File: src/rtl/trig_mgr_pkg.sv
`timescale 1ns/1ps
package trig_mgr_pkg;

    typedef enum logic [1:0] {
        ST_IDLE     = 2'd0,
        ST_L1_WAIT  = 2'd1,
        ST_ACK_WAIT = 2'd2
    } tm_state_e;

    localparam int REG_AW = 4;
    localparam int REG_DW = 32;

    localparam logic [REG_AW-1:0] A_TYPE_EN   = 4'd0;
    localparam logic [REG_AW-1:0] A_L1_NEED   = 4'd1;
    localparam logic [REG_AW-1:0] A_BUSY_MSK  = 4'd2;
    localparam logic [REG_AW-1:0] A_WORK_MSK  = 4'd3;
    localparam logic [REG_AW-1:0] A_EVCOUNT   = 4'd4;
    localparam int                PRESC_BASE  = 8;

endpackage

File: src/rtl/trig_cfg_regs.sv
`timescale 1ns/1ps
module trig_cfg_regs
    import trig_mgr_pkg::*;
#(
    parameter int N_TYPES   = 4,
    parameter int N_SUBSYS  = 2,
    parameter int N_WORKERS = 4,
    parameter int PRESC_W   = 8,
    parameter int EVNUM_W   = 24
) (
    input  logic                              clk,
    input  logic                              rst_n,
    input  logic                              we,
    input  logic [REG_AW-1:0]                 addr,
    input  logic [REG_DW-1:0]                 wdata,
    output logic [REG_DW-1:0]                 rdata,
    input  logic [EVNUM_W-1:0]                evcnt,
    output logic [N_TYPES-1:0]                type_en_o,
    output logic [N_TYPES-1:0]                l1_need_o,
    output logic [N_SUBSYS-1:0]               busy_msk_o,
    output logic [N_WORKERS-1:0]              work_msk_o,
    output logic [N_TYPES-1:0][PRESC_W-1:0]   presc_o,
    output logic [N_TYPES-1:0]                presc_wr_o,
    output logic                              evclr_o
);

    typedef struct packed {
        logic [N_TYPES-1:0]              type_en;
        logic [N_TYPES-1:0]              l1_need;
        logic [N_SUBSYS-1:0]             busy_msk;
        logic [N_WORKERS-1:0]            work_msk;
        logic [N_TYPES-1:0][PRESC_W-1:0] presc;
    } cfg_t;

    cfg_t cfg_d, cfg_q;
    logic unused_wdata_bits;

    assign unused_wdata_bits = ^wdata;

    always_comb begin
        cfg_d      = cfg_q;
        presc_wr_o = '0;
        evclr_o    = 1'b0;
        if (we) begin
            if (addr == A_TYPE_EN)  cfg_d.type_en  = wdata[N_TYPES-1:0];
            if (addr == A_L1_NEED)  cfg_d.l1_need  = wdata[N_TYPES-1:0];
            if (addr == A_BUSY_MSK) cfg_d.busy_msk = wdata[N_SUBSYS-1:0];
            if (addr == A_WORK_MSK) cfg_d.work_msk = wdata[N_WORKERS-1:0];
            if (addr == A_EVCOUNT)  evclr_o        = 1'b1;
            for (int i = 0; i < N_TYPES; i++) begin
                if (addr == REG_AW'(PRESC_BASE + i)) begin
                    cfg_d.presc[i] = wdata[PRESC_W-1:0];
                    presc_wr_o[i]  = 1'b1;
                end
            end
        end
    end

    always_ff @(posedge clk or negedge rst_n) begin
        if (!rst_n) begin
            cfg_q.type_en  <= '0;
            cfg_q.l1_need  <= '0;
            cfg_q.busy_msk <= '1;
            cfg_q.work_msk <= '1;
            cfg_q.presc    <= '0;
        end else begin
            cfg_q <= cfg_d;
        end
    end

    always_comb begin
        rdata = '0;
        if (addr == A_TYPE_EN)  rdata = REG_DW'(cfg_q.type_en);
        if (addr == A_L1_NEED)  rdata = REG_DW'(cfg_q.l1_need);
        if (addr == A_BUSY_MSK) rdata = REG_DW'(cfg_q.busy_msk);
        if (addr == A_WORK_MSK) rdata = REG_DW'(cfg_q.work_msk);
        if (addr == A_EVCOUNT)  rdata = REG_DW'(evcnt);
        for (int i = 0; i < N_TYPES; i++) begin
            if (addr == REG_AW'(PRESC_BASE + i)) rdata = REG_DW'(cfg_q.presc[i]);
        end
    end

    assign type_en_o  = cfg_q.type_en;
    assign l1_need_o  = cfg_q.l1_need;
    assign busy_msk_o = cfg_q.busy_msk;
    assign work_msk_o = cfg_q.work_msk;
    assign presc_o    = cfg_q.presc;

    AST_CLEAR_ONLY_ON_WRITE: assert property (@(posedge clk) disable iff (!rst_n)
        evclr_o |-> (we && addr == A_EVCOUNT));

endmodule

File: src/rtl/trig_presc_lane.sv
`timescale 1ns/1ps
module trig_presc_lane #(
    parameter int PRESC_W = 8
) (
    input  logic               clk,
    input  logic               rst_n,
    input  logic               occ,
    input  logic               clr,
    input  logic [PRESC_W-1:0] presc,
    output logic               qual_o
);

    typedef struct packed {
        logic [PRESC_W-1:0] cnt;
    } lane_t;

    lane_t ln_d, ln_q;
    logic  reached;

    assign reached = (presc <= PRESC_W'(1)) ||
                     (({1'b0, ln_q.cnt} + (PRESC_W+1)'(1)) >= {1'b0, presc});
    assign qual_o  = occ && reached;

    always_comb begin
        ln_d = ln_q;
        if (occ) begin
            if (reached) ln_d.cnt = '0;
            else         ln_d.cnt = ln_q.cnt + PRESC_W'(1);
        end
        if (clr) ln_d.cnt = '0;
    end

    always_ff @(posedge clk or negedge rst_n) begin
        if (!rst_n) ln_q <= '0;
        else        ln_q <= ln_d;
    end

    AST_LANE_RELOAD: assert property (@(posedge clk) disable iff (!rst_n)
        qual_o |=> (ln_q.cnt == '0));
    AST_LANE_FROZEN: assert property (@(posedge clk) disable iff (!rst_n)
        (!occ && !clr) |=> $stable(ln_q.cnt));

endmodule

File: src/rtl/trig_prio_pick.sv
`timescale 1ns/1ps
module trig_prio_pick #(
    parameter int N_REQ = 4,
    localparam int IW   = (N_REQ > 1) ? $clog2(N_REQ) : 1
) (
    input  logic [N_REQ-1:0] req,
    output logic             valid_o,
    output logic [IW-1:0]    idx_o
);

    always_comb begin
        valid_o = 1'b0;
        idx_o   = '0;
        for (int i = N_REQ - 1; i >= 0; i--) begin
            if (req[i]) begin
                valid_o = 1'b1;
                idx_o   = IW'(i);
            end
        end
    end

endmodule

File: src/rtl/trig_ack_collect.sv
`timescale 1ns/1ps
module trig_ack_collect #(
    parameter int N_WORKERS = 4
) (
    input  logic                 clk,
    input  logic                 rst_n,
    input  logic                 start,
    input  logic                 active,
    input  logic [N_WORKERS-1:0] ack,
    input  logic [N_WORKERS-1:0] mask,
    output logic                 done_o
);

    typedef struct packed {
        logic [N_WORKERS-1:0] seen;
    } ack_t;

    ack_t ak_d, ak_q;

    assign done_o = active && (&(ak_q.seen | ack | ~mask));

    always_comb begin
        ak_d = ak_q;
        if (start)       ak_d.seen = '0;
        else if (active) ak_d.seen = ak_q.seen | ack;
    end

    always_ff @(posedge clk or negedge rst_n) begin
        if (!rst_n) ak_q <= '0;
        else        ak_q <= ak_d;
    end

    AST_SEEN_CLEARED: assert property (@(posedge clk) disable iff (!rst_n)
        start |=> (ak_q.seen == '0));

endmodule

File: src/rtl/trig_mgr_top.sv
`timescale 1ns/1ps
module trig_mgr_top
    import trig_mgr_pkg::*;
#(
    parameter int N_TYPES   = 4,
    parameter int N_SUBSYS  = 2,
    parameter int N_WORKERS = 4,
    parameter int PRESC_W   = 8,
    parameter int EVNUM_W   = 24,
    localparam int CODE_W   = (N_TYPES > 1) ? $clog2(N_TYPES) : 1
) (
    input  logic                 clk,
    input  logic                 rst_n,
    input  logic [N_TYPES-1:0]   trig_in,
    input  logic [N_SUBSYS-1:0]  busy_in,
    input  logic                 l1_accept,
    input  logic                 l1_reject,
    input  logic [N_WORKERS-1:0] ack_in,
    input  logic                 reg_we,
    input  logic [3:0]           reg_addr,
    input  logic [31:0]          reg_wdata,
    output logic [31:0]          reg_rdata,
    output logic                 ev_strobe_o,
    output logic [EVNUM_W-1:0]   ev_num_o,
    output logic [CODE_W-1:0]    ev_code_o,
    output logic                 hold_o
);

    typedef struct packed {
        tm_state_e           state;
        logic [CODE_W-1:0]   pend;
        logic                strobe;
        logic [EVNUM_W-1:0]  num;
        logic [CODE_W-1:0]   code;
        logic [EVNUM_W-1:0]  evcnt;
    } tm_t;

    tm_t tm_d, tm_q;

    logic [N_TYPES-1:0]              type_en, l1_need, presc_wr, occ, qual;
    logic [N_SUBSYS-1:0]             busy_msk;
    logic [N_WORKERS-1:0]            work_msk;
    logic [N_TYPES-1:0][PRESC_W-1:0] presc;
    logic                            evclr, busy_act, open_win;
    logic                            pick_valid, ack_done, issue;
    logic [CODE_W-1:0]               pick_idx, issue_code;

    trig_cfg_regs #(
        .N_TYPES   (N_TYPES),
        .N_SUBSYS  (N_SUBSYS),
        .N_WORKERS (N_WORKERS),
        .PRESC_W   (PRESC_W),
        .EVNUM_W   (EVNUM_W)
    ) cfg_i (
        .clk        (clk),
        .rst_n      (rst_n),
        .we         (reg_we),
        .addr       (reg_addr),
        .wdata      (reg_wdata),
        .rdata      (reg_rdata),
        .evcnt      (tm_q.evcnt),
        .type_en_o  (type_en),
        .l1_need_o  (l1_need),
        .busy_msk_o (busy_msk),
        .work_msk_o (work_msk),
        .presc_o    (presc),
        .presc_wr_o (presc_wr),
        .evclr_o    (evclr)
    );

    assign busy_act = |(busy_in & busy_msk);
    assign open_win = (tm_q.state == ST_IDLE) && !busy_act;
    assign occ      = trig_in & type_en & {N_TYPES{open_win}};

    for (genvar g = 0; g < N_TYPES; g++) begin : g_lane
        trig_presc_lane #(.PRESC_W(PRESC_W)) lane_i (
            .clk    (clk),
            .rst_n  (rst_n),
            .occ    (occ[g]),
            .clr    (presc_wr[g]),
            .presc  (presc[g]),
            .qual_o (qual[g])
        );
    end

    trig_prio_pick #(.N_REQ(N_TYPES)) pick_i (
        .req     (qual),
        .valid_o (pick_valid),
        .idx_o   (pick_idx)
    );

    trig_ack_collect #(.N_WORKERS(N_WORKERS)) ack_i (
        .clk    (clk),
        .rst_n  (rst_n),
        .start  (issue),
        .active (tm_q.state == ST_ACK_WAIT),
        .ack    (ack_in),
        .mask   (work_msk),
        .done_o (ack_done)
    );

    always_comb begin
        tm_d        = tm_q;
        tm_d.strobe = 1'b0;
        issue       = 1'b0;
        issue_code  = pick_idx;
        case (tm_q.state)
            ST_IDLE: begin
                if (pick_valid) begin
                    if (l1_need[pick_idx]) begin
                        tm_d.state = ST_L1_WAIT;
                        tm_d.pend  = pick_idx;
                    end else begin
                        issue = 1'b1;
                    end
                end
            end
            ST_L1_WAIT: begin
                if (l1_accept) begin
                    issue      = 1'b1;
                    issue_code = tm_q.pend;
                end else if (l1_reject) begin
                    tm_d.state = ST_IDLE;
                end
            end
            ST_ACK_WAIT: begin
                if (ack_done) tm_d.state = ST_IDLE;
            end
            default: tm_d.state = ST_IDLE;
        endcase
        if (issue) begin
            tm_d.state  = ST_ACK_WAIT;
            tm_d.strobe = 1'b1;
            tm_d.num    = tm_q.evcnt;
            tm_d.code   = issue_code;
            tm_d.evcnt  = tm_q.evcnt + EVNUM_W'(1);
        end
        if (evclr) tm_d.evcnt = '0;
    end

    always_ff @(posedge clk or negedge rst_n) begin
        if (!rst_n) tm_q <= '0;
        else        tm_q <= tm_d;
    end

    assign ev_strobe_o = tm_q.strobe;
    assign ev_num_o    = tm_q.num;
    assign ev_code_o   = tm_q.code;
    assign hold_o      = (tm_q.state != ST_IDLE);

    AST_STROBE_PULSE: assert property (@(posedge clk) disable iff (!rst_n)
        ev_strobe_o |=> !ev_strobe_o);
    AST_EVNUM_ADVANCE: assert property (@(posedge clk) disable iff (!rst_n)
        (ev_strobe_o && !$past(evclr)) |-> (tm_q.evcnt == ev_num_o + EVNUM_W'(1)));
    AST_BUSY_BLOCKS: assert property (@(posedge clk) disable iff (!rst_n)
        (tm_q.state == ST_IDLE && busy_act) |=> (!ev_strobe_o && !hold_o));
    AST_HOLD_UNTIL_ACKED: assert property (@(posedge clk) disable iff (!rst_n)
        (tm_q.state == ST_ACK_WAIT && !ack_done) |=> hold_o);
    AST_PICK_LOWEST: assert property (@(posedge clk) disable iff (!rst_n)
        pick_valid |-> (qual[pick_idx] &&
            ((qual & ((N_TYPES'(1) << pick_idx) - N_TYPES'(1))) == '0)));
    AST_L1_GATES_STROBE: assert property (@(posedge clk) disable iff (!rst_n)
        (tm_q.state == ST_L1_WAIT && !l1_accept) |=> !ev_strobe_o);
    AST_STROBE_FROM_ISSUE: assert property (@(posedge clk) disable iff (!rst_n)
        ev_strobe_o |-> hold_o);

endmodule

File: config.mk
export PLATFORM = sky130hd
export DESIGN_NAME = trig_mgr_top
export DESIGN_NICKNAME = d
export VERILOG_FILES = /design/src/rtl/trig_mgr_pkg.sv /design/src/rtl/trig_cfg_regs.sv /design/src/rtl/trig_presc_lane.sv /design/src/rtl/trig_prio_pick.sv /design/src/rtl/trig_ack_collect.sv /design/src/rtl/trig_mgr_top.sv
export SDC_FILE = /design/constraint.sdc
export NUM_CORES = 1
export LEC_CHECK = 0
export BUFFER_PORTS_ARGS = -buffer_cell sky130_fd_sc_hd__buf_2
export CORE_AREA = 3 3 120 122
export CTS_CLUSTER_DIAMETER = 40
export DETAILED_ROUTE_END_ITERATION = 12
export DIE_AREA = 0 0 123 125
export PLACE_DENSITY_LB_ADDON = 0.25
export SLEW_MARGIN = 20
export SYNTH_ARGS = -nofsm -noshare
export SYNTH_HDL_FRONTEND = slang
export SYNTH_SLANG_ARGS = --single-unit
File: constraint.sdc
create_clock -name clk -period 10.54 [get_ports clk]
set_clock_uncertainty 0.2 [all_clocks]
set_input_delay 2.635 -clock clk [delete_from_list [all_inputs] [get_ports clk]]
set_output_delay 2.635 -clock clk [all_outputs]
set_load 0.03 [all_outputs]
==> flow_results.org, run 1 <==
** Placement
- Placer Congestion :: 0.902
- Detailed placement ended at an HPWL of 13.8 mm.
- In this run, placement finished with an instance count of between 1000 and 1500.
- Buffers placed on the I/O ports in this run total between 70 and 80.

** Floorplan
- In this run the standard cell core region covers 0.0133 mm^2.
- Measured along the y axis, the die boundary spans 125 um.
- Die width :: about 120 um
- For this configuration, the core starts out at a cell density of 0.607.
- Row generation in the floorplan step produced 42 rows.
- Number of ports placed on the die boundary :: 111
- The floorplan step defined a die boundary enclosing 0.0154 mm^2.

** Yosys
- Of the total synthesized cell area, the portion taken by full adders, half adders and majority gates is 0.0574.
- By area, the combinational part of the netlist is dominated by simple AND/OR/NAND/NOR gates.
- Of the total synthesized cell area, the portion taken by AND, OR, NAND and NOR gates is 0.171.
- Area fraction in compound gates after synthesis :: 0.156
- Synth unique cells :: 70
- Multiplexer fraction of the synthesized cell area :: 0.0926
- Of the post-synthesis cell area, the dominant cell type holds 0.406.
- During synthesis, Yosys emitted a total of 0 warnings.
- Mapped Area :: roughly 0.0081 mm^2
- The share of the Yosys chip area taken by registers is 0.426.
- Most area-hungry cell type in the Yosys netlist :: sky130_fd_sc_hd__dfrtp_1
- Number of flip-flops and latches in the synthesized netlist :: between 100 and 150
- In the post-synthesis netlist, the biggest area contributors are sky130_fd_sc_hd__dfrtp_1 41%, sky130_fd_sc_hd__mux2_2 7.1%, sky130_fd_sc_hd__ha_1 5.7%, sky130_fd_sc_hd__o21ai_0 4.0%, sky130_fd_sc_hd__buf_4 3.3%.
- The most used flip-flop cell after synthesis is sky130_fd_sc_hd__dfrtp_1.
- In the synthesized netlist the async set-or-reset flop fraction comes to 1.00.
- Number of enable flip-flop cells after synthesis :: 0
- Post-Synth XOR/XNOR Area :: 0.0271
- Avg Inst Size Synth :: a little under 10 um^2
- Counting every instance in the synthesized netlist gives about 800.

** Clocking
- CTS built an H-tree with a depth of 4.
- Clock-pin slew was measured on the worst setup and hold paths at 60 ps.
- Clock tree synthesis selected as its root buffer the cell sky130_fd_sc_hd__clkbuf_16.
- Clock tree synthesis found a total of 137 sinks.
- Clock Latency Late Sink :: approximately 430 ps
- Cts repair resizes :: 0
- Clock tree synthesis inserted a total of 17 buffers.
- Setup Fix Bufs, Post-CTS :: 0
- Clock tree buffer depth :: 2
- CTS tree :: done
- Hold-fix buffers at CTS :: 0

** Pwr
- The worst-case IR drop observed on VDD is 0.000141 V.
- For this design the total switching power over the nets is ~0.71 mW.
- Register share of total power :: 0.390
- The share of total power dissipated in the clock network is 0.318.
- Pleak :: 4.29 nW
- Internal Power :: approximately 1.3 mW
- For this design the ratio of total power to cell area is ~220 mW/mm^2.
- Of the total power, the share spent switching nets is 0.355.
- The share of total power dissipated in combinational logic is 0.292.

** Detailed routing
- DRT Wirelength :: 18.9 mm
- Antenna-violating nets left :: 0
- Across all layers, the routed design uses 6333 vias.
- Ratio of routed vias to standard cells :: 6.05
- Dividing the detail-routed wire length by the instance count gives 18.1 um.
- Detailed-routing iteration count for the pre-antenna-repair pass :: 5
- For this run, design rule violations remaining after detail routing come to 0.
- Drt initial violations :: 581

** Critical path
- Along the worst path, the maximum fanout reaches 25.
- STA classifies the critical path startpoint as an input port.
- The critical path is of the input port to primary output type.
- At the worst endpoint, the required time is between 7000 and 8000 ps.
- Cell count of the worst reg-to-reg path :: 14
- STA classifies the critical path endpoint as a primary output.
- Data on the critical path arrives at its endpoint at between 4000 and 5000 ps.

** Global route
- Largest net degree at the start of global routing :: 75
- The first global-routing pass estimated 31.0 mm of wire.
- For this run the aggregate overflow at the end of global routing stands at 0.
- Number of global-route vias before repair :: 6241
- Overall fraction of global-route tracks in use :: 0.254
- Number of antenna violations at the first check in global routing :: 1

** Timing
- Measured against its own limit, the worst slew margin works out to 0.381.
- The clock period could shrink to 7580 ps.
- In the final timing run, aggregate negative setup slack is 0 ps.
- Unrepaired setup endpoints after global routing :: false
- Final setup violation count :: 0
- Worst hold margin :: around 280 ps
- Dividing the final minimum period by the clock period gives 0.719.
- At the pin with the least slew margin, the transition time is between 900 and 1000 ps.
- Pins Over Slew Limit :: 0
- For this run, the top clock speed supported by timing is 132 MHz.
- Final Hold Violating Endpoints :: 0

** Layout
- The count of cells in the finished layout, fillers not included, comes to approximately 1000.
- Ant. Diodes :: 0
- Of the cells placed in the final design, the portion with a size suffix greater than 1 is 0.226.
- The final layout contains 945 nets.
- Layout Area Growth over Synthesis :: 11.1%

** Flow run
- Max-cap violations in this run came to 0.

** Min path
- Hold/Removal Path Class :: flop to flop
- Along the worst hold path, the cell count comes to 2.

** Status
- Result of the run :: finished clean
[per-layer routing]
layer / track usage / vias to the layer above / share of wire
met5: 0 / - / 0.00037
met4: 0.0860 / 2 / 0.021
met2: 0.435 / 163 / 0.51
met1: 0.323 / 3163 / 0.42
li1: - / 2973 / -
met3: 0.0483 / 32 / 0.049
[cell families (layout without fill, tap and decap cells)]
family	Yosys count	in the layout
buffers and inverters	104	150
adders and majority gates	37	37
and+or+nand+nor	264	264
xor gates and xnor gates	25	25
other	1	8
muxes	62	62
AOI/OAI and AO/OA	187	187
DFF	137	137
[cell usage in the layout (no fill, tap or decap), types with 18 or more instances in the layout]
cell type                   n
sky130_fd_sc_hd__nand2_1   69
sky130_fd_sc_hd__o21ai_0   64
sky130_fd_sc_hd__o31ai_1   18
sky130_fd_sc_hd__mux2_2    51
sky130_fd_sc_hd__and2_1    18
sky130_fd_sc_hd__xnor2_1   19
sky130_fd_sc_hd__ha_1      37
sky130_fd_sc_hd__buf_2     77
sky130_fd_sc_hd__dfrtp_1  131
sky130_fd_sc_hd__nand3_1   35
sky130_fd_sc_hd__inv_1     34
sky130_fd_sc_hd__and3_1    20
sky130_fd_sc_hd__nor2_1    40
sky130_fd_sc_hd__a21oi_1   42
[critical path: stages]
cell and delay, ps:
sky130_fd_sc_hd__buf_2 430, sky130_fd_sc_hd__nor2_1 170, sky130_fd_sc_hd__nand2_1 150, sky130_fd_sc_hd__nor2_1 50, sky130_fd_sc_hd__buf_4 200, sky130_fd_sc_hd__a22o_1 260
sky130_fd_sc_hd__a21oi_1 160, sky130_fd_sc_hd__nor2_1 60, sky130_fd_sc_hd__a31oi_1 150, sky130_fd_sc_hd__o221ai_1 210, sky130_fd_sc_hd__buf_2 250
[power by group through the flow]
stage | logic (mW) | clock network, mW | registers [mW]
after floorplan | 0.506 | 0 | 0.749
after global placement | 0.558 | 0 | 0.780
after detailed placement | 0.588 | 0 | 0.788
after CTS | 0.591 | 0.644 | 0.780
after global routing | 0.653 | 0.668 | 0.801
final | 0.587 | 0.640 | 0.783
[sequential cells by signal, summed over array words and instances (netlist names)]
register            flops
tm_q                   28
g_lane.lane_i.ln_q     32
cfg_i.type_en_o         4
ack_i.ak_q              4
ev_code_o               2
cfg_i.work_msk_o        4
ev_num_o               24
cfg_i.busy_msk_o        2
cfg_i.l1_need_o         4
ev_strobe_o             1
cfg_i.presc_o          32
[layout make-up]
| class | instances | area (um^2) |
|---|---|---|
| multi-input combinational | 583 | 4110 |
| clock inverter | 14 | 195 |
| fill | 1055 | 4330 |
| tap | 176 | 220 |
| clock buffer | 18 | 439 |
| sequential | 137 | 3440 |
| timing repair buffer | 83 | 434 |
| inverter | 35 | 131 |
[final timing paths]
| kind | start | to | slack [ps] |
|---|---|---|---|
| setup / recovery | reg_addr[0] | reg_rdata[0] | 2960 |
| hold / removal | ev_num_o[18]$_DFFE_PN0N_ | ev_num_o[18]$_DFFE_PN0N_ | 280 |
| setup reg to reg | g_lane[2].lane_i.ln_q[0]$_DFFE_PN0P_ | tm_q[15]$_DFFE_PN0P_ | 6170 |
| hold reg to reg | ev_num_o[18]$_DFFE_PN0N_ | ev_num_o[18]$_DFFE_PN0N_ | 280 |
| max in group asynchronous | rst_n | g_lane[2].lane_i.ln_q[6]$_DFFE_PN0P_ | 6820 |
| min in group asynchronous | rst_n | ev_num_o[12]$_DFFE_PN0N_ | 1960 |
[Yosys cell counts, drive strengths merged (4+ instances only)]
library cell  number
dfrtp            131
or3               12
o31ai             18
a22o              16
a21oi             44
ha                37
a31oi              4
a21o               6
o21a               4
inv               35
xnor2             19
mux2              51
or2                4
dfstp              6
nor2              40
or4               12
and2              19
nand4              6
clkbuf            25
and3              23
nand2b            15
nor4               4
o21ai             70
xor2               6
nand3             35
mux2i              6
nand2             69
nor3               7
buf               44
nor2b             10
mux4               5
[through the flow]
step	util	total power, mW	setup slack [ps]	instance area, um^2
floorplan	-	1.25	3200	8100
global placement	0.627	1.34	3040	8330
detailed placement	0.627	1.38	3000	8330
CTS	0.674	2.02	3010	8960
global route	0.674	2.12	2780	8960
finish	0.674	2.01	2960	8960
No activity file was read; power rests on OpenSTA's default activity.
==> run 2: changes to the inputs <==
--- a/config.mk
+++ b/config.mk
@@ -6,10 +6,10 @@
 export NUM_CORES = 1
 export LEC_CHECK = 0
 export BUFFER_PORTS_ARGS = -buffer_cell sky130_fd_sc_hd__buf_2
-export CORE_AREA = 3 3 120 122
+export CORE_AREA = 3 3 128 130
 export CTS_CLUSTER_DIAMETER = 40
 export DETAILED_ROUTE_END_ITERATION = 12
-export DIE_AREA = 0 0 123 125
+export DIE_AREA = 0 0 131 133
 export PLACE_DENSITY_LB_ADDON = 0.25
 export SLEW_MARGIN = 20
 export SYNTH_ARGS = -nofsm -noshare
==> constraint.sdc (replaced) <==
create_clock -name clk -period 6.9 [get_ports clk]
set_clock_uncertainty 0.2 [all_clocks]
set_input_delay 1.725 -clock clk [delete_from_list [all_inputs] [get_ports clk]]
set_output_delay 1.725 -clock clk [all_outputs]
set_load 0.03 [all_outputs]
==> run 2 against run 1 <==
Register-to-register slack got worse by 3600 ps. Sequential cell count unchanged. Die area increased by 13%. Count of clock-buffer cells in the layout unchanged. Critical path type unchanged. Largest cell class unchanged. Highest routed layer is now met4.
==> flow_results.org, run 2 (synthesis results as in run 1) <==
** Critical path
- The arrival time of data at the critical path endpoint came to 3910 ps (-830 ps).
- Sort of element at the end of the critical path :: primary output
- The maximum fanout count along the critical path was 25 (unchanged).
- The critical path is of the input port to primary output type.
- Worst EP required :: 4970 ps (-2740 ps)
- Startpoint type of the worst setup path :: input port
- Setup slack of the worst register-to-register path :: 2600 ps (-3570 ps)

** Layout
- The fraction of final layout cells sized beyond drive strength 1 is 0.227 (+0.000261).
- The antenna diode instance count came to 0 (unchanged).
- Most common cell after layout, fill and taps aside :: sky130_fd_sc_hd__dfrtp_1
- The number of nets in the layout was 944 (-0.11%).
- Most frequent cells in the layout :: 131 x sky130_fd_sc_hd__dfrtp_1, 77 x sky130_fd_sc_hd__buf_2, 69 x sky130_fd_sc_hd__nand2_1, 64 x sky130_fd_sc_hd__o21ai_0, 51 x sky130_fd_sc_hd__mux2_2
- The filler cell count in the final layout is 1362 (+29%).
- Layout Area Growth over Synthesis :: 10.7%
- The final design instance area without fill was 0.00893 mm^2 (-0.36%).

** Detailed routing
- The via-per-instance ratio is 5.71 (-5.6%).
- Antenna-violating nets left :: 0 (unchanged)
- The count of TritonRoute iterations in the first routing pass was 4 (-1).
- The via count is 6172 (-2.5%).
- The DRC violation count after routing came to 0 (unchanged).
- Average routed wire per standard cell :: 17.0 um (-6.1%)
- DRT Wirelength :: 18.4 mm (-3.0%)
- The number of DRC markers in iteration 0 was 497 (-14%).

** Timing
- Dividing the final minimum period by the clock period gives 0.846.
- Final Hold Violating Endpoints :: 0 (unchanged)
- The headroom to the max-slew limit came to 0.383 (+0.00121).
- Min cycle time layout :: 5840 ps
- Worst hold margin :: 270 ps (-13.2 ps)
- Fmax :: 171 MHz
- The number of failing setup endpoints in the final timing report was 0 (unchanged).
- The max-slew violation count was 0 (unchanged).
- Setup repair after global routing left no endpoint under its margin.
- The actual transition at the worst max-transition pin was 926 ps (-1.81 ps).
- The final sum of negative setup slack came to 0 ps (unchanged).

** Floorplan
- The standard-cell row count came to 45 (+7.1%).
- Starting density of the core :: 0.529 (-0.0781)
- The total die area was 0.0174 mm^2 (+13%).
- The total core area was 0.0153 mm^2 (+15%).
- Die width :: 131 um (+6.5%)
- Number of ports placed on the die boundary :: 111 (unchanged)
- The die boundary height is 133 um (+6.4%).

** Pwr
- The total power is 2.94 mW (+46%).
- Register share of total power :: 0.404 (+0.014)
- The internal power of the cells came to 1.86 mW (+44%).
- Sw Pwr :: 1.08 mW (+51%)
- Pleak :: 4.25 nW (-1.1%)
- Worst vdd rail ir drop :: 0.000201 V (+42%)
- The power density over the cells is 329 mW/mm^2 (+47%).
- Sw Share :: 0.366 (+0.0108)
- Clock power share :: 0.296 (-0.022)
- The combinational share of power was 0.300 (+0.008).

** Clocking
- The clock transition at the registers of the reported paths was 60 ps (about the same).
- Clock Latency Late Sink :: 430 ps (about the same)
- Cts repair resizes :: 0 (unchanged)
- Number of buffers created by CTS :: 17 (unchanged)
- In this run the clock root is driven by a sky130_fd_sc_hd__clkbuf_16.
- The hold buffer count at cts came to 0 (unchanged).
- CTS sink count :: 137 (unchanged)
- The number of buffers inserted by post-CTS setup repair was 0 (unchanged).
- Count of H-tree levels built during CTS :: 4 (unchanged)
- CTS tree :: done
- Clock tree buffer depth :: 2 (unchanged)

** Global route
- Number of antenna violations at the first check in global routing :: 0 (-1)
- Overall fraction of global-route tracks in use :: 0.221 (-0.0331)
- The layer flagged by global routing as most heavily used is met2.
- First-pass GRT wire length :: 30.4 mm (-1.9%)
- Met1 capacity usage during global routing :: 0.287 (-0.0357)
- Number of global-route vias before repair :: 6071 (-2.7%)
- The routing usage on met2 is 0.357 (-0.0780).
- The remaining global-route overflow is 0 (unchanged).
- Met3 layer usage reported by global route :: 0.0569 (+0.00859)
- The largest net degree at the start of global routing came to 99 (+32%).

** Placement
- The placement-stage cell area is 0.00837 mm^2 (+0.44%).
- Placer Congestion :: 0.838 (-7.1%)
- DP HPWL :: 12.9 mm (-6.6%)
- The total of buffers placed on input and output ports was 78 (unchanged).

** Min path
- The tightest min-delay check is of the flop to flop type.

** Flow run
- # Max-Cap Violations :: 0 (unchanged)

** Status
- The flow ran to the end, and the final reports show no timing, DRC or antenna violations.
## run 2: cell types whose count changed in the layout (fill, tap and decap cells not counted)
cell	previous run	this run
sky130_fd_sc_hd__nor2_2	0	1
sky130_fd_sc_hd__clkinv_2	2	3
sky130_fd_sc_hd__nor2_1	40	39
sky130_fd_sc_hd__buf_4	5	4
sky130_fd_sc_hd__bufinv_16	4	1
sky130_fd_sc_hd__clkinvlp_4	4	7
sky130_fd_sc_hd__clkinv_4	2	1
## run 2: worst paths after layout
kind                                                           start                  endpoint  cells past startpoint
worst max-delay path                                     reg_addr[0]              reg_rdata[0]                     11
worst min-delay path                        ev_num_o[18]$_DFFE_PN0N_  ev_num_o[18]$_DFFE_PN0N_                      2
worst min register to register              ev_num_o[18]$_DFFE_PN0N_  ev_num_o[18]$_DFFE_PN0N_                      2
min in group asynchronous                                      rst_n      tm_q[10]$_DFFE_PN0P_                      1
worst max register to register  g_lane[2].lane_i.ln_q[0]$_DFFE_PN0P_       tm_q[0]$_DFFE_PN0P_                     14
max in group asynchronous                                      rst_n       tm_q[2]$_DFFE_PN0P_                      2
## run 2: through the flow
step	worst slack (ps)	std cells	util
after floorplan	1380	824	-
final	1060	1080	0.585
after CTS	1110	1080	0.585
after global placement	1150	1048	0.548
after global routing	846	1080	0.585
after detailed placement	1110	1048	0.548
## run 2: final cells by class
type | count | area (um^2) | area share
multi-input combinational | 583 | 4110 | 0.460
sequential | 137 | 3440 | 0.385
clock buffer | 18 | 439 | 0.0492
timing repair buffer | 82 | 427 | 0.0478
tap | 211 | 264 | 0.0296
inverter | 35 | 131 | 0.0147
clock inverter | 14 | 124 | 0.0139
## run 2: per-layer routing
metal  up-vias  wire length (um)
met4         0               407
met2       152              8910
met5         -                 0
met3        33              1050
li1       2982                 -
met1      3005              8010
## run 2: worst max-delay path: stages
cell and delay [ps]:
sky130_fd_sc_hd__buf_2 420, sky130_fd_sc_hd__nor2_1 170, sky130_fd_sc_hd__nand2_1 180, sky130_fd_sc_hd__nor2_1 60, sky130_fd_sc_hd__buf_4 210, sky130_fd_sc_hd__a22o_1 260, sky130_fd_sc_hd__a21oi_1 230, sky130_fd_sc_hd__nor2_1 70
sky130_fd_sc_hd__a31oi_1 160, sky130_fd_sc_hd__o221ai_1 190, sky130_fd_sc_hd__buf_2 240
## run 2: power by group through the flow
| stage | combinational, mW | sequential (mW) | clock, mW |
|---|---|---|---|
| 2_1_floorplan | 0.772 | 1.14 | 0 |
| 3_3_place_gp | 0.859 | 1.20 | 0 |
| 3_5_place_dp | 0.881 | 1.20 | 0 |
| 4_1_cts | 0.891 | 1.19 | 0.886 |
| 5_1_grt | 0.987 | 1.22 | 0.927 |
| 6_report | 0.883 | 1.19 | 0.870 |
==> run 3: changes to the inputs <==
--- a/config.mk
+++ b/config.mk
@@ -5,11 +5,12 @@
 export SDC_FILE = /design/constraint.sdc
 export NUM_CORES = 1
 export LEC_CHECK = 0
+export ABC_AREA = 1
 export BUFFER_PORTS_ARGS = -buffer_cell sky130_fd_sc_hd__buf_2
-export CORE_AREA = 3 3 128 130
+export CORE_AREA = 3 3 130 132
 export CTS_CLUSTER_DIAMETER = 40
 export DETAILED_ROUTE_END_ITERATION = 12
-export DIE_AREA = 0 0 131 133
+export DIE_AREA = 0 0 133 135
 export PLACE_DENSITY_LB_ADDON = 0.25
 export SLEW_MARGIN = 20
 export SYNTH_ARGS = -nofsm -noshare
==> constraint.sdc (replaced) <==
create_clock -name clk -period 4.94 [get_ports clk]
set_clock_uncertainty 0.2 [all_clocks]
set_input_delay 1.235 -clock clk [delete_from_list [all_inputs] [get_ports clk]]
set_output_delay 1.235 -clock clk [all_outputs]
set_load 0.03 [all_outputs]
==> run 3 against run 2 <==
Area after synthesis grew 3.6%. Via count grew 13%. Wire length grew 6.1%. Non-clock buffer count grew 4. Total power grew 40%. Utilization grew 0.18 points. Sequential cell count is the same. Count of clock-buffer cells in the layout grew 3. Cell count grew 25%. Largest cell class unchanged.
==> flow_results.org, run 3 <==
** Clocking
- CTS sink count :: 137 (unchanged)
- The hold buffer count at cts came to 0 (unchanged).
- Clock Latency Late Sink :: 420 ps (about the same)
- TritonCTS built the clock tree.
- Buffer type at the clock tree root :: sky130_fd_sc_hd__clkbuf_16
- The TritonCTS buffer count is 17 (unchanged).
- The post-cts repair resize count came to 0 (unchanged).
- The number of buffers inserted by post-CTS setup repair is 0 (unchanged).
- Count of H-tree levels built during CTS :: 4 (unchanged)
- Clock edge transition at the registers on the reported setup and hold paths :: 60 ps (about the same)
- The buffer levels on the longest clock path is 2 (unchanged).

** Floorplan
- The total core area was 0.0158 mm^2 (+3.7%).
- Die width :: 133 um (+1.5%)
- Standard-cell row count :: 46 (+2.2%)
- DIE HEIGHT :: 135 um (+1.5%)
- The effective utilization at floorplan is 0.528 (-0.000918).
- Full die area :: 0.0180 mm^2 (+3.1%)
- Number of ports placed on the die boundary :: 111 (unchanged)

** Layout
- The antenna diode instance count is 0 (unchanged).
- The post-layout utilization of the core was 0.587 (+0.00179).
- Layout Area Growth over Synthesis :: 11.2%
- Filler-free cell count of the finished design :: 1352 (+25%)
- The fraction of final layout cells sized beyond drive strength 1 came to 0.158 (-0.0691).
- The final design instance area without fill is 0.00929 mm^2 (+4.0%).
- The number of nets in the layout came to 1211 (+28%).
- Leaving out fill and tap cells, the most frequent cell in the layout is sky130_fd_sc_hd__nand2_1.
- The filler cell count in the final layout is 1468 (+7.8%).
- The library cells used most frequently in the layout, excluding fill and tap cells, are 250 x sky130_fd_sc_hd__nand2_1, 167 x sky130_fd_sc_hd__inv_1, 131 x sky130_fd_sc_hd__dfrtp_1, 77 x sky130_fd_sc_hd__o21ai_0, 77 x sky130_fd_sc_hd__buf_2.

** Yosys
- Synthesized netlist cell count :: 1069 (+31%)
- Most numerous cell types in the synthesized netlist :: 250 x sky130_fd_sc_hd__nand2_1, 167 x sky130_fd_sc_hd__inv_1, 131 x sky130_fd_sc_hd__dfrtp_1
- Simple-Gate Fraction of Synth Area :: 0.271 (+0.0997)
- The async set-reset flop share out of synthesis is 1.00 (unchanged).
- Among all cell types in the netlist, the one instantiated most often is sky130_fd_sc_hd__nand2_1.
- For this run, the leading register cell type out of synthesis is sky130_fd_sc_hd__dfrtp_1.
- Multiplexer fraction of the synthesized cell area :: 0 (-0.0926)
- Top-area cell type share of the netlist area :: 0.392 (-0.0139)
- The number of warning messages in the yosys log came to 0 (unchanged).
- Area fraction in compound gates after synthesis :: 0.0873 (-0.0690)
- Number of flip-flops and latches in the synthesized netlist :: 137 (unchanged)
- The xor and xnor area share after synthesis is 0.0451 (+0.0179).
- The count of flip-flops with a built-in enable after synthesis is 0 (unchanged).
- By area, the combinational part of the netlist is dominated by simple AND/OR/NAND/NOR gates.
- Synth unique cells :: 44 (-37%)
- Mapped Area :: 0.00836 mm^2 (+3.6%)
- The adder and majority gate portion of the synthesized area came to 0.0554 (-0.00197).
- Avg Inst Size Synth :: 7.82 um^2 (-21%)
- Most area-hungry cell type in the Yosys netlist :: sky130_fd_sc_hd__dfrtp_1
- Post-synthesis sequential area ratio :: 0.411 (-0.0146)
- Yosys attributes the largest share of cell area to sky130_fd_sc_hd__dfrtp_1 39%, sky130_fd_sc_hd__nand2_1 11%, sky130_fd_sc_hd__inv_1 7.5%, sky130_fd_sc_hd__ha_1 5.5%, sky130_fd_sc_hd__o21ai_0 4.6%.

** Placement
- The post-placement worst setup slack is 392 ps (-719 ps).
- The number of cells in the design after placement was 1320 (+26%).
- The half-perimeter wire length after placement was 14.0 mm (+8.8%).
- The placement-stage cell area was 0.00868 mm^2 (+3.7%).
- The final RePlAce weighted congestion is 0.907 (+8.2%).
- Quantity of I/O buffers inserted on ports :: 78 (unchanged)

** Timing
- Final Hold Violating Endpoints :: 0 (unchanged)
- The final sum of negative setup slack is 0 ps (unchanged).
- Pins Over Slew Limit :: 0 (unchanged)
- Final setup violation count :: 0 (unchanged)
- Worst hold margin :: 268 ps (-2.58 ps)
- Unrepaired setup endpoints after global routing :: false
- The headroom to the max-slew limit is 0.333 (-0.0498).
- Min cycle time layout :: 4610 ps
- The actual transition at the worst max-transition pin was 1000 ps (+74.6 ps).
- Fmax :: 217 MHz
- The final setup slack of the worst path was 333 ps (-731 ps).
- Dividing the final minimum period by the clock period gives 0.933.

** Critical path
- Worst Path Arrival :: 3170 ps (-740 ps)
- The worst setup path is captured at a primary output.
- STA classifies the critical path startpoint as an input port.
- The setup path with the least slack is of type input port to primary output.
- Largest incremental delay on the critical path :: 360 ps (-60 ps)
- Sequence of cells on the critical path :: buf_2, nor2_1, inv_1, nor3_1, inv_1, nor2_1, nor3_1, o21ai_0, o22ai_1, o21ai_0, buf_2
- The worst reg-to-reg setup slack is 1090 ps (-1510 ps).
- The slowest stage of the critical path belongs to the cell sky130_fd_sc_hd__inv_1.
- The maximum fanout count along the critical path is 14 (-44%).
- Worst EP required :: 3500 ps (-1470 ps)

** Pwr
- The static leakage is 4.91 nW (+16%).
- Total power draw :: 4.13 mW (+40%)
- Ratio of total power to cell area :: 444 mW/mm^2 (+35%)
- The worst IR drop on VDD came to 0.000246 V (+22%).

** Global route
- Largest net degree at the start of global routing :: 105 (+6.1%)
- The remaining global-route overflow was 0 (unchanged).
- The global-route wire length before repair was 32.4 mm (+6.8%).
- Number of antenna violations at the first check in global routing :: 0 (unchanged)
- Number of global-route vias before repair :: 6740 (+11%)
- The total global routing track utilization came to 0.223 (+0.00216).

** Status
- The run finished with clean final reports.

** Detailed routing
- The count of TritonRoute iterations in the first routing pass came to 7 (+3).
- Detailed-route DRC error count :: 0 (unchanged)
- Antenna-violating nets left :: 0 (unchanged)
- DRT Wirelength :: 19.5 mm (+6.1%)
- The via count was 6963 (+13%).
- The number of DRC markers in iteration 0 is 546 (+9.9%).
- The via-per-instance ratio came to 5.15 (-9.9%).
- The detail-routed net length per standard cell came to 14.4 um (-15%).

** Min path
- Hold/Removal Path Class :: flop to flop

** Flow run
- The number of maximum-capacitance constraint violations came to 0 (unchanged).
-- run 3: cell types whose count changed in the layout (fill, tap and decap cells not counted), sizes merged, moves of 23 or more --
cell   previous run  this run
xor2              6        43
nand3            35        60
and3             23         0
nor2             40        67
nand4             6        43
mux2             51         0
inv              37       170
a21oi            44        16
nand2            69       285
-- run 3: path summary, 6_finish.rpt --
kind / from / end / cells after the start
worst max register to register: g_lane[0].lane_i.ln_q[2]$_DFFE_PN0P_ / ev_code_o[0]$_DFFE_PN0N_ / 19
min in group asynchronous: rst_n / ev_strobe_o$_DFF_PN0_ / 1
max in group asynchronous: rst_n / cfg_i.presc_o[25]$_DFFE_PN0P_ / 2
worst min register to register: ev_code_o[0]$_DFFE_PN0N_ / ev_code_o[0]$_DFFE_PN0N_ / 2
worst max-delay path: reg_addr[1] / reg_rdata[1] / 11
worst min-delay path: ev_code_o[0]$_DFFE_PN0N_ / ev_code_o[0]$_DFFE_PN0N_ / 2
-- run 3: logic make-up after synthesis --
logic type               Yosys count
AND/OR/NAND/NOR                  492
buffers and inverters            230
flip-flops                       137
AO/OA/AOI/OAI                    129
XOR/XNOR                          43
adder cells (fa/ha/maj)           37
other                              1
-- run 3: layout make-up --
class / instances / area [um^2] / area share
Tap cell: 216 / 270 / 0.0291
Multi-Input combinational cell: 709 / 3860 / 0.416
Clock inverter: 11 / 145 / 0.0156
Clock buffer: 21 / 470 / 0.0506
Inverter: 172 / 653 / 0.0703
Sequential cell: 137 / 3440 / 0.370
Timing Repair Buffer: 86 / 457 / 0.0491
-- run 3: per-layer routing --
layer	up-vias	routed length (um)	global-route usage
met5	-	0	0
met2	166	9490	0.379
met1	3257	8660	0.292
met4	0	409	0.0739
met3	31	921	0.0387
li1	3509	-	-
-- run 3: critical path, delay by kind of cell --
| kind | cells | cell delay (ps) |
|---|---|---|
| buffers and inverters | 4 | 810 |
| and+or+nand+nor | 4 | 760 |
| AOI/OAI and AO/OA | 3 | 380 |
-- run 3: where the power goes --
| part | total, mW | internal [mW] | switching, mW |
|---|---|---|---|
| combinational | 1.26 | 0.439 | 0.821 |
| sequential | 1.55 | 1.36 | 0.182 |
| clock | 1.32 | 0.832 | 0.490 |
| total | 4.13 | 2.63 | 1.49 |
